[config.mk]
export PLATFORM = sky130hd
export DESIGN_NAME = scroll_addr_ctr
export DESIGN_NICKNAME = d
export VERILOG_FILES = /design/src/rtl/scroll_addr_ctr.sv
export SDC_FILE = /design/constraint.sdc
export NUM_CORES = 1
export LEC_CHECK = 0
export ABC_AREA = 1
export BUFFER_PORTS_ARGS = -buffer_cell sky130_fd_sc_hd__buf_2
export CAP_MARGIN = 30
export CORE_UTILIZATION = 51
export CTS_CLUSTER_DIAMETER = 30
export DETAILED_ROUTE_END_ITERATION = 10
export PLACE_DENSITY_LB_ADDON = 0.05
export SYNTH_ARGS = -nofsm -noshare
export SYNTH_HDL_FRONTEND = slang
export SYNTH_SLANG_ARGS = --single-unit
[constraint.sdc]
create_clock -name clk -period 2.84 [get_ports clk]
set_clock_uncertainty 0.1 [all_clocks]
set_input_delay 0.852 -clock clk [delete_from_list [all_inputs] [get_ports clk]]
set_output_delay 0.852 -clock clk [all_outputs]
set_load 0.05 [all_outputs]
[src/rtl/scroll_addr_ctr.sv]
module scroll_addr_ctr #(
  parameter int CHAR_AW = 6,
  parameter int AUX_AW  = 4,
  parameter int IDX_W   = 4
) (
  input  logic               clk,
  input  logic               rst_n,
  input  logic               load_en,
  input  logic [CHAR_AW-1:0] load_char_base,
  input  logic [AUX_AW-1:0]  load_aux_base,
  input  logic               shift_en,
  input  logic               shift_main,
  input  logic               shift_aux,
  input  logic               shift_left,
  input  logic [IDX_W-1:0]   digit_idx,
  output logic [CHAR_AW-1:0] char_addr,
  output logic [AUX_AW-1:0]  aux_addr
);

  localparam logic [CHAR_AW-1:0] CHAR_STEP = CHAR_AW'(1);
  localparam logic [AUX_AW-1:0]  AUX_STEP  = AUX_AW'(1);

  logic [CHAR_AW-1:0] char_base;
  logic [AUX_AW-1:0]  aux_base;

  always_ff @(posedge clk) begin
    if (!rst_n) begin
      char_base <= '0;
      aux_base  <= '0;
    end else if (load_en) begin
      char_base <= load_char_base;
      aux_base  <= load_aux_base;
    end else if (shift_en) begin
      if (shift_main)
        char_base <= shift_left ? char_base - CHAR_STEP : char_base + CHAR_STEP;
      if (shift_aux)
        aux_base <= shift_left ? aux_base - AUX_STEP : aux_base + AUX_STEP;
    end
  end

  assign char_addr = char_base + CHAR_AW'(digit_idx);
  assign aux_addr  = aux_base + AUX_AW'(digit_idx);

endmodule

# After elaboration in Yosys (flattened, before gate mapping)
# Index checks and enable logic that the tools add are counted.
# totals
regBits	10
latch_bits	0
ram_bits	0
romBits	0
inputBits	21
word_cells	21
mem_count	0
# op_classes
addsub	6
n_mul	0
div_mod_pow	0
magnitude_cmp	0
eq_ne	0
n_shift	0
n_mux	8
bitwise	0
n_reduce_logical	5
# ops
operator	count
two-way mux 6 bit	4
two-way mux 4 bit	4
adder 6 x 1 -> 6 bit (second input constant)	1
adder 6 x 4 -> 6 bit	1
nonzero test 2 bit	3
subtractor 6 x 1 -> 6 bit (second input constant)	1
adder 4 x 1 -> 4 bit (second input constant)	1
adder 4 bit	1
AND reduction 2 bit	2
subtractor 4 x 1 -> 4 bit (second input constant)	1

# Logic depth before layout (Yosys ltp)
# Gate-level depths: netlist of the first run.
# logic_depth
depth_word	5
ltp_mapped	8
mapped_depth_nobuf	8

# Least setup slack after synthesis of the first run
# Ideal clock, no wire load.
# synth_timing
kind	in2out
start	input port digit_idx[0]
end	output port char_addr[4]
t_arrival_ns	2.336
required_time_ns	1.888
path_slack_ns	-0.448
path_stages	5
path_buffers	0
path_cell_list	ha_1 > fa_1 > nand3_1 > nand2_1 > xor2_1
# synth_between
elab_chain_len	1
# synth_rtl
item	line	text
start: declaration	15	input logic [IDX_W-1:0] digit_idx,
adder 6 x 4 -> 6 bit	41	assign char_addr = char_base + CHAR_AW'(digit_idx);
end: declaration	16	output logic [CHAR_AW-1:0] char_addr,
# No other way between the ends.

# Final worst setup path of the first run
# layout_timing
start	input port digit_idx[2]
end	output port char_addr[5]
# Same word-level chain as after synthesis.

==> flow_summary.yaml, run 1 <==
status:
  status: "finished with violations"
  violations: "setup timing"
route:
  detail_route.vias_per_cell: 5.35
  routedWlPerCell_microns: 14.4
  route.detailed.drc: 0
  vias: 1086
  antenna_left: 0
  wl_microns: 2920
  drt_pass1_iterations: 4
  dr.first_iter.drc_count: 24
power:
  total_power_w: 0.000675
  irDropWorstVdd_uv: 364
  combPwrFrac: 0.549
  leakage_nw: 0.706
  power.internal_w: 0.000381
  p_per_area_nw_per_um2: 444
  power_frac_clock: 0.203
  swShare: 0.435
  switchingPower_w: 0.000294
  seq_power_share: 0.248
synthesis:
  yosys_warnings: 0
  synth_area_sq_um: 1040
  synth_top_family_by_area: "adder cells"
  synthSimpleGateAreaFrac: 0.224
  synth.avg_cell_area_sq_um: 7.43
  yosysTopAreaCell: "dfxtp_1"
  synth_compound_area_frac: 0.161
  synthMuxAreaShare: 0
  synth_top_area_share: 0.193
  synth_fa_ha_area_frac: 0.233
  syn-num-nets: 178
  synth.area.top_cells: "dfxtp_1, ha_1, nand2_1, fa_1, inv_1"
  synthXorXnorAreaFrac: 0.0842
  syn_inst: 140
  synth.yosys.seq_area_share: 0.193
  synth_cell_types: 27
  synth-seq-cells: 10
grt:
  grtUsageTotal: 0.293
  grt_max_degree: 17
  grt_pass1_wl_microns: 4440
  antenna_found_initial: 0
  grt-ovfl-total: 0
  grt_pass1_vias: 1034
sta:
  final_max_slew_viol_count: 0
  min_period_over_period: 1.03
  relSlewSlack: 0.692
  rsz0062_at_grt: "true"
  postLayoutSetupSlackWorst_ns: -0.0893
  fmax_ghz: 0.341
  setup_violations: 3
  hold_violations: 0
  fin_crit_ns: 2.93
  worst_slew_pin_slew_ns: 0.458
clock_tree:
  cts_buffer_depth: 2
  ctsHoldBuffers: 0
  cts_tree: "done"
  htree_levels: 1
  cts.sinks: 10
  root_buffer: "clkbuf_4"
  path_clk_slew_ns: 0.07
  cts-buffers-inserted: 3
  clk_latency_ns: 0.28
floorplan:
  die-area_sq_um: 2220
  rows: 15
  die_w_microns: 47.2
  die_y_microns: 47.2
  pin_count: 31
  initial_core_util: 0.571
  core_area_sq_um: 1820
placed_design:
  dp.cells: 199
  io_buffer_count: 30
  hpwl_microns: 1980
  gp_congestion: 0.839
  dpl_cell_area_sq_um: 1320
  dpl_worst_slack_ns: -0.249
final_layout:
  design_area_sq_um: 1520
  utilization: 0.836
  diodes: 0
  multi_input_area_sq_um: 905
  seqCellArea_sq_um: 200
  drive_above_1_share: 0.399
  fillers: 110
  area_growth_pct: 46.5
  nNetsFinal: 217
  finalNonFillerCells: 203
critical_path:
  start_kind: "input port"
  crit_arrival_ns: 1.98
  cp.required_ns: 1.89
  worstPathMaxFanout: 3
  endpoint_kind: "output pin"
  worstSetupPathType: "in -> out"
hold_path:
  hp-class: "reg -> reg"
run:
  drv_cap: 0
## through the flow
stage / TNS [ns] / hold slack [ns]
after floorplan: -0.187 / 0.373
after global placement: -1.01 / 0.406
after detailed placement: -1.23 / 0.407
after CTS: -0.144 / 0.418
after global routing: -0.397 / 0.445
final: -0.173 / 0.427
## path summary, 6_finish.rpt
path	from	end	slack, ns	cells past startpoint
max	digit_idx[2]	char_addr[5]	-0.09	9
min	aux_base[0]$_SDFFE_PN0P_	aux_base[0]$_SDFFE_PN0P_	0.43	2
max reg2reg	char_base[1]$_SDFFE_PN0P_	char_base[4]$_SDFFE_PN0P_	1.13	8
min reg2reg	aux_base[0]$_SDFFE_PN0P_	aux_base[0]$_SDFFE_PN0P_	0.43	2
## cell families (layout without fill, tap and decap cells)
kind of cell	Yosys count	after routing
AO/OA/AOI/OAI	27	27
XOR/XNOR	10	10
adder cells (fa/ha/maj)	17	17
buffers and inverters	24	62
flip-flops	10	10
AND/OR/NAND/NOR	52	52
## what timing repair did
item                       in CTS  in global routing
hold endpoints to repair        0                  0
setup endpoints to repair       8                  6
pin swaps                       4                  2
buffers inserted                0                  0
resized for setup              37                  6
## layout by cell type, fill, tap and decap left out, types with 3 or more instances in the layout
cell type   n
nand3_1    10
buf_6       6
clkbuf_4    3
buf_8       3
ha_1        7
nand2_2     5
o21ai_1     3
a21oi_2     4
a21oi_1     9
buf_2      19
dfxtp_1    10
a31oi_1     3
nand2_1    27
buf_4       8
nor2_1      4
ha_4        4
inv_1      19
xnor2_1     3
## power by group through the flow
| stage | Clock (W) | Sequential, W | Combinational, W |
|---|---|---|---|
| final | 0.000137 | 0.000167 | 0.000371 |
| after global routing | 0.000139 | 0.000169 | 0.000400 |
| after CTS | 0.000136 | 0.000167 | 0.000356 |
| after detailed placement | 0 | 0.000168 | 0.000307 |
| after global placement | 0 | 0.000168 | 0.000298 |
| after floorplan | 0 | 0.000164 | 0.000242 |
## layer usage
metal | vias up | share of wire | global-route usage
li1 | 535 | - | -
met5 | - | 0 | 0
met3 | 5 | 0.050 | 0.0308
met1 | 505 | 0.42 | 0.376
met2 | 41 | 0.52 | 0.508
met4 | 0 | 0.016 | 0.103
## synthesized netlist by cell type
library cell	n
nor2_2	1
a21oi_1	13
a22o_1	1
a31oi_1	3
buf_8	1
a22oi_1	2
nand2_1	31
xor2_1	5
dfxtp_1	10
inv_2	1
o21ai_1	2
xnor2_1	5
a21oi_4	1
a211oi_1	2
nand3_2	1
nand3_1	11
nand2_2	2
a21oi_2	1
o21ai_0	2
buf_6	1
nor2_4	1
ha_1	13
nor2_1	4
or2_1	1
inv_1	20
fa_1	4
clkinv_1	1
## final cells by class
cell class / count / share of cell area
tap: 25 / 0.0205
multi-input combinational: 106 / 0.594
timing repair buffer: 36 / 0.176
sequential: 10 / 0.131
clock buffer: 4 / 0.0238
inverter: 22 / 0.0542
## worst max-delay path, cell delays in order
cell,delay [ns]
buf_8,0.10
ha_4,0.25
a21oi_4,0.14
nand2_2,0.09
a21oi_2,0.17
nor2_1,0.08
nand2_1,0.08
nand2_2,0.06
buf_8,0.15
## flip-flops by register name (all words and copies together) (netlist names)
register,count
aux_base,4
char_base,6
No activity file was read; power rests on OpenSTA's default activity.
==> run 2: changes to the inputs <==
--- a/config.mk
+++ b/config.mk
@@ -5,10 +5,9 @@
 export SDC_FILE = /design/constraint.sdc
 export NUM_CORES = 1
 export LEC_CHECK = 0
-export ABC_AREA = 1
 export BUFFER_PORTS_ARGS = -buffer_cell sky130_fd_sc_hd__buf_2
 export CAP_MARGIN = 30
-export CORE_UTILIZATION = 51
+export CORE_UTILIZATION = 50
 export CTS_CLUSTER_DIAMETER = 30
 export DETAILED_ROUTE_END_ITERATION = 10
 export PLACE_DENSITY_LB_ADDON = 0.05
==> run 2 against run 1 <==
  * The flow still finishes with violations (setup timing)
  * Flip-flop and latch count is the same
  * Cell area decreased by 1.4%
  * Critical path depth decreased by 2
  * First-iteration DRC count down 58%
  * Fmax shrank 5.1%
  * Synthesized area is 5.1% lower
  * Setup slack worse by 0.16 ns
  * Via count shrank 7.3%
  * Die area shrank 3.0%
  * Total power shrank 5.6%
  * Worst hold slack better by 0.094 ns
==> flow_summary.yaml, run 2 <==
floorplan:
  initial_core_util: 0.554
  die_y_microns: 46.4
  rows: 15
  die-area_sq_um: 2160
  core_area_sq_um: 1780
  pin_count: 31
  die_w_microns: 46.4
critical_path:
  cp_slowest_cell: "fa_2"
  start_kind: "input port"
  worstPathMaxFanout: 2
  worstSetupPathType: "in -> out"
  cp.required_ns: 1.89
  endpoint_kind: "output pin"
  cpPeakStageDelay_ns: 0.34
  crit_chain: "buf_8 -> ha_4 -> fa_2 -> a21o_1 -> a21oi_4 -> xnor2_4 -> buf_6"
  crit_arrival_ns: 2.13
final_layout:
  area_growth_pct: 52.1
  diodes: 0
  drive_above_1_share: 0.415
  design_area_sq_um: 1500
  nNetsFinal: 199
  largest_reg_flops: 6
  mostFrequentLayoutCells: "buf_2, nor2_1, a21oi_1, buf_4, dfxtp_1"
  largest-register: "char_base"
  mostFrequentLayoutCell: "buf_2"
  reg_top3: "char_base (6), aux_base (4)"
clock_tree:
  cts.sinks: 10
  htree_levels: 1
  path_clk_slew_ns: 0.06
  cts_tree: "done"
  cts_buffer_depth: 2
  clk_latency_ns: 0.26
  root_buffer: "clkbuf_4"
  cts-buffers-inserted: 3
run:
  drv_cap: 0
status:
  status: "finished with violations"
  violations: "setup timing"
synthesis:
  synth-seq-cells: 10
  syn_inst: 116
  synth.area.top_cells: "dfxtp_1, ha_1, fa_1, a21oi_1, xnor2_1"
  synth_flop_cell: "dfxtp_1"
  synth_cell_types: 28
  synth.avg_cell_area_sq_um: 8.51
  yosysTopAreaCell: "dfxtp_1"
  yosys_warnings: 0
  synth_area_sq_um: 987
  async_flop_share: 0
  synth.yosys.seq_area_share: 0.203
  syn-num-nets: 154
  synth_top_area_share: 0.203
  synth_common_cells: "a21oi_1, ha_1, nor2_1"
  synth_edf_count: 0
  synth_most_common_cell: "a21oi_1"
route:
  dr.first_iter.drc_count: 10
  route.detailed.drc: 0
  drt_pass1_iterations: 4
  antenna_left: 0
  wl_microns: 2730
  vias: 1007
  routedWlPerCell_microns: 14.8
  detail_route.vias_per_cell: 5.47
sta:
  worst_slew_pin_slew_ns: 0.290
  rsz0062_at_grt: "true"
  postLayoutSetupSlackWorst_ns: -0.247
  setup_violations: 7
  relSlewSlack: 0.806
  fmax_ghz: 0.324
  min_period_over_period: 1.09
  tns_ns: -0.807
  final_max_slew_viol_count: 0
  fin_crit_ns: 3.09
  hold_violations: 0
placed_design:
  gp_congestion: 0.764
  io_buffer_count: 30
  dpl_cell_area_sq_um: 1310
  hpwl_microns: 1820
  dpl_worst_slack_ns: -0.419
grt:
  grt_use_met3: 0.0353
  grtUsageTotal: 0.303
  grt-ovfl-total: 0
  grt_pass1_vias: 995
  antenna_found_initial: 0
  use_met1: 0.358
  busiest_layer: "met2"
  met2_usage: 0.500
  grt_pass1_wl_microns: 4420
  grt_max_degree: 15
power:
  p_per_area_nw_per_um2: 425
  leakage_nw: 0.701
  total_power_w: 0.000637
  irDropWorstVdd_uv: 403
hold_path:
  hp-class: "reg -> reg"
## run 2: cell types whose count changed in the layout (fill, tap and decap cells not counted), sizes merged, moves of 3 or more
cell,change
buf,+5
inv,-11
nand3,-9
nand2,-29
mux2i,+3
a21o,+6
nor2,+6
## run 2: final cells by class
class	count	area [sq um]
well taps	25	31.3
repair buffers	41	303
flip-flops and latches	10	200
fillers	98	282
clock buffers	3	22.5
inverters	10	37.5
multi-input cells	95	907
## run 2: kinds of logic (layout without fill, tap and decap cells)
group	Yosys count	after routing	synth area share
flip-flops	10	10	0.203
AND/OR/NAND/NOR	27	27	0.129
adder cells (fa/ha/maj)	17	17	0.246
buffers and inverters	11	54	0.0418
multiplexers	3	3	0.0304
AO/OA/AOI/OAI	34	34	0.226
XOR/XNOR	14	14	0.124
## run 2: path summary, 6_finish.rpt
| check | from | endpoint | slack (ns) | cells past startpoint |
|---|---|---|---|---|
| worst max-delay path | digit_idx[0] | char_addr[4] | -0.25 | 7 |
| worst min-delay path | char_base[3]$_SDFFE_PN0P_ | char_base[3]$_SDFFE_PN0P_ | 0.52 | 3 |
| worst max register to register | char_base[0]$_SDFFE_PN0P_ | char_base[4]$_SDFFE_PN0P_ | 1.01 | 6 |
| worst min register to register | char_base[3]$_SDFFE_PN0P_ | char_base[3]$_SDFFE_PN0P_ | 0.52 | 3 |
## run 2: power breakdown
group          leakage [nW]   total, W  internal, W  switching (W)
clock network        0.0138  0.0000943    0.0000488      0.0000455
logic                 0.605   0.000373     0.000160       0.000213
registers            0.0830   0.000170     0.000152      0.0000183
total                 0.701   0.000637     0.000361       0.000277
## run 2: worst max-delay path: cells and delay by family
family	cells	cell delay, ns
adders and majority gates	2	0.49
AOI/OAI and AO/OA	2	0.39
buffers and inverters	2	0.27
xor gates and xnor gates	1	0.13
## run 2: metrics by stage
step	util	std cells	hold WS, ns
after CTS	0.842	184	0.525
final	0.842	184	0.521
after floorplan	-	116	0.441
after detailed placement	0.733	178	0.501
after global routing	0.842	184	0.568
after global placement	0.733	178	0.489
## run 2: what timing repair did
action	4_1_cts	5_1_grt
endpoints found under the setup margin	8	7
pin swaps	13	10
buffers inserted	3	1
hold buffers	0	0
resized for setup	36	1
## run 2: metal layers
metal	wire length [microns]	part of all wire
met1	1190	0.44
met2	1340	0.49
met3	93	0.034
met4	103	0.038
met5	0	0
==> run 3: changes to the inputs <==
--- a/config.mk
+++ b/config.mk
@@ -7,7 +7,7 @@
 export LEC_CHECK = 0
 export BUFFER_PORTS_ARGS = -buffer_cell sky130_fd_sc_hd__buf_2
 export CAP_MARGIN = 30
-export CORE_UTILIZATION = 50
+export CORE_UTILIZATION = 30
 export CTS_CLUSTER_DIAMETER = 30
 export DETAILED_ROUTE_END_ITERATION = 10
 export PLACE_DENSITY_LB_ADDON = 0.05
==> constraint.sdc (replaced) <==
create_clock -name clk -period 2.84 [get_ports clk]
set_clock_uncertainty 0.1 [all_clocks]
set_input_delay 0.852 -clock clk [delete_from_list [all_inputs] [get_ports clk]]
set_output_delay 0.852 -clock clk [all_outputs]
set_load 0.005 [all_outputs]
==> run 3 against run 2 <==
  * The flow still finishes with violations (setup timing)
  * Worst hold slack got worse by 0.020 ns
  * Critical path type unchanged
  * Sequential share of layout area rose by 1.3 points
  * Clock power rose by 37%
  * Highest routed layer unchanged
  * Via count fell by 6.9%
  * Non-clock buffer count fell by 5
  * First-iteration DRC count rose by 130%
==> flow_summary.yaml, run 3 (synthesis results as in run 2) <==
power:
  leakage_nw: 0.640
  switchingPower_w: 0.000167
  p_per_area_nw_per_um2: 370
  seq_power_share: 0.332
  total_power_w: 0.000506
  combPwrFrac: 0.413
  swShare: 0.330
  power.internal_w: 0.000339
  irDropWorstVdd_uv: 188
  power_frac_clock: 0.255
placed_design:
  gp_congestion: 0.854
  dpl_worst_slack_ns: -0.219
  dp.cells: 195
  hpwl_microns: 2050
  io_buffer_count: 30
final_layout:
  area_growth_pct: 38.5
  finalNonFillerCells: 199
  largest-register: "char_base"
  reg_top3: "char_base (6), aux_base (4)"
  drive_above_1_share: 0.342
  mostFrequentLayoutCell: "buf_2"
  diodes: 0
  largest_reg_flops: 6
  mostFrequentLayoutCells: "buf_2, a21oi_1, nor2_1, dfxtp_1, ha_1"
  nNetsFinal: 194
critical_path:
  start_kind: "input port"
  rrSetupSlack_ns: 1.05
  worstSetupPathType: "in -> out"
  cp.required_ns: 1.89
  worstPathMaxFanout: 2
  endpoint_kind: "output pin"
  crit_arrival_ns: 1.97
clock_tree:
  cts_tree: "done"
  htree_levels: 1
  root_buffer: "clkbuf_4"
  cts.sinks: 10
  path_clk_slew_ns: 0.07
  clk_latency_ns: 0.26
  cts-buffers-inserted: 3
  ctsHoldBuffers: 0
  cts_setup_buffers: 0
  cts_buffer_depth: 2
sta:
  fmax_ghz: 0.342
  final_max_slew_viol_count: 0
  hold_ws_ns: 0.501
  hold_violations: 0
  rsz0062_at_grt: "true"
  tns_ns: -0.0863
  min_period_over_period: 1.03
  postLayoutSetupSlackWorst_ns: -0.0863
  worst_slew_pin_slew_ns: 0.284
  setup_violations: 1
  relSlewSlack: 0.810
  fin_crit_ns: 2.93
route:
  drt_pass1_iterations: 4
  wl_microns: 2420
  vias: 938
  detail_route.vias_per_cell: 4.71
  routedWlPerCell_microns: 12.1
  antenna_left: 0
  route.detailed.drc: 0
  dr.first_iter.drc_count: 23
floorplan:
  rows: 20
  pin_count: 31
  core_area_sq_um: 3080
  die_w_microns: 59.4
  initial_core_util: 0.321
  die-area_sq_um: 3520
  die_y_microns: 59.4
grt:
  grt-ovfl-total: 0
  grt_max_degree: 15
  grtUsageTotal: 0.154
  antenna_found_initial: 0
  grt_pass1_vias: 901
  grt_pass1_wl_microns: 4060
hold_path:
  hp-class: "reg -> reg"
status:
  status: "finished with violations"
  violations: "setup timing"
run:
  drv_cap: 0
## run 3: changes by cell type in the layout (fill, tap and decap cells not counted), sizes merged
cell / previous run / this run
clkbuf: 3 / 4
buf: 41 / 36
## run 3: worst paths after layout
kind	start	to	cells after the start
max	digit_idx[0]	char_addr[4]	7
max reg2reg	char_base[1]$_SDFFE_PN0P_	char_base[4]$_SDFFE_PN0P_	6
min reg2reg	char_base[4]$_SDFFE_PN0P_	char_base[4]$_SDFFE_PN0P_	2
min	char_base[4]$_SDFFE_PN0P_	char_base[4]$_SDFFE_PN0P_	2
## run 3: worst max-delay path: stages
cell and delay (ns):
buf_8 0.10, ha_4 0.15, fa_2 0.33, a21o_1 0.17
a21oi_2 0.12, xnor2_1 0.11, buf_2 0.12
## run 3: cell type report
type	instances	area (sq um)
multi-input cells	95	813
flip-flops and latches	10	200
inverters	10	37.5
fillers	331	1710
clock buffers	4	36.3
well taps	44	55.1
repair buffers	36	225
## run 3: per-layer routing
metal  part of all wire  track usage  vias up
li1                   -            -      494
met1               0.49        0.207      417
met2               0.47        0.255       25
met3              0.042       0.0153        2
met4             0.0017       0.0510        0
met5                  0            0        -
## run 3: power groups by stage
stage	sequential (W)	combinational [W]	clock, W
2_1_floorplan	0.000164	0.000123	0
3_3_place_gp	0.000169	0.000190	0
3_5_place_dp	0.000170	0.000193	0
4_1_cts	0.000168	0.000205	0.000133
5_1_grt	0.000171	0.000241	0.000143
6_report	0.000168	0.000209	0.000129
## run 3: through the flow
step / utilization / cell area, sq um
3_3_place_gp: 0.402 / 1240
4_1_cts: 0.439 / 1350
5_1_grt: 0.444 / 1370
6_report: 0.444 / 1370
3_5_place_dp: 0.402 / 1240
2_1_floorplan: - / 990
## run 3: timing repair
action	CTS	global route
setup endpoints to repair	7	4
pin swaps	7	5
gates resized for setup	14	6
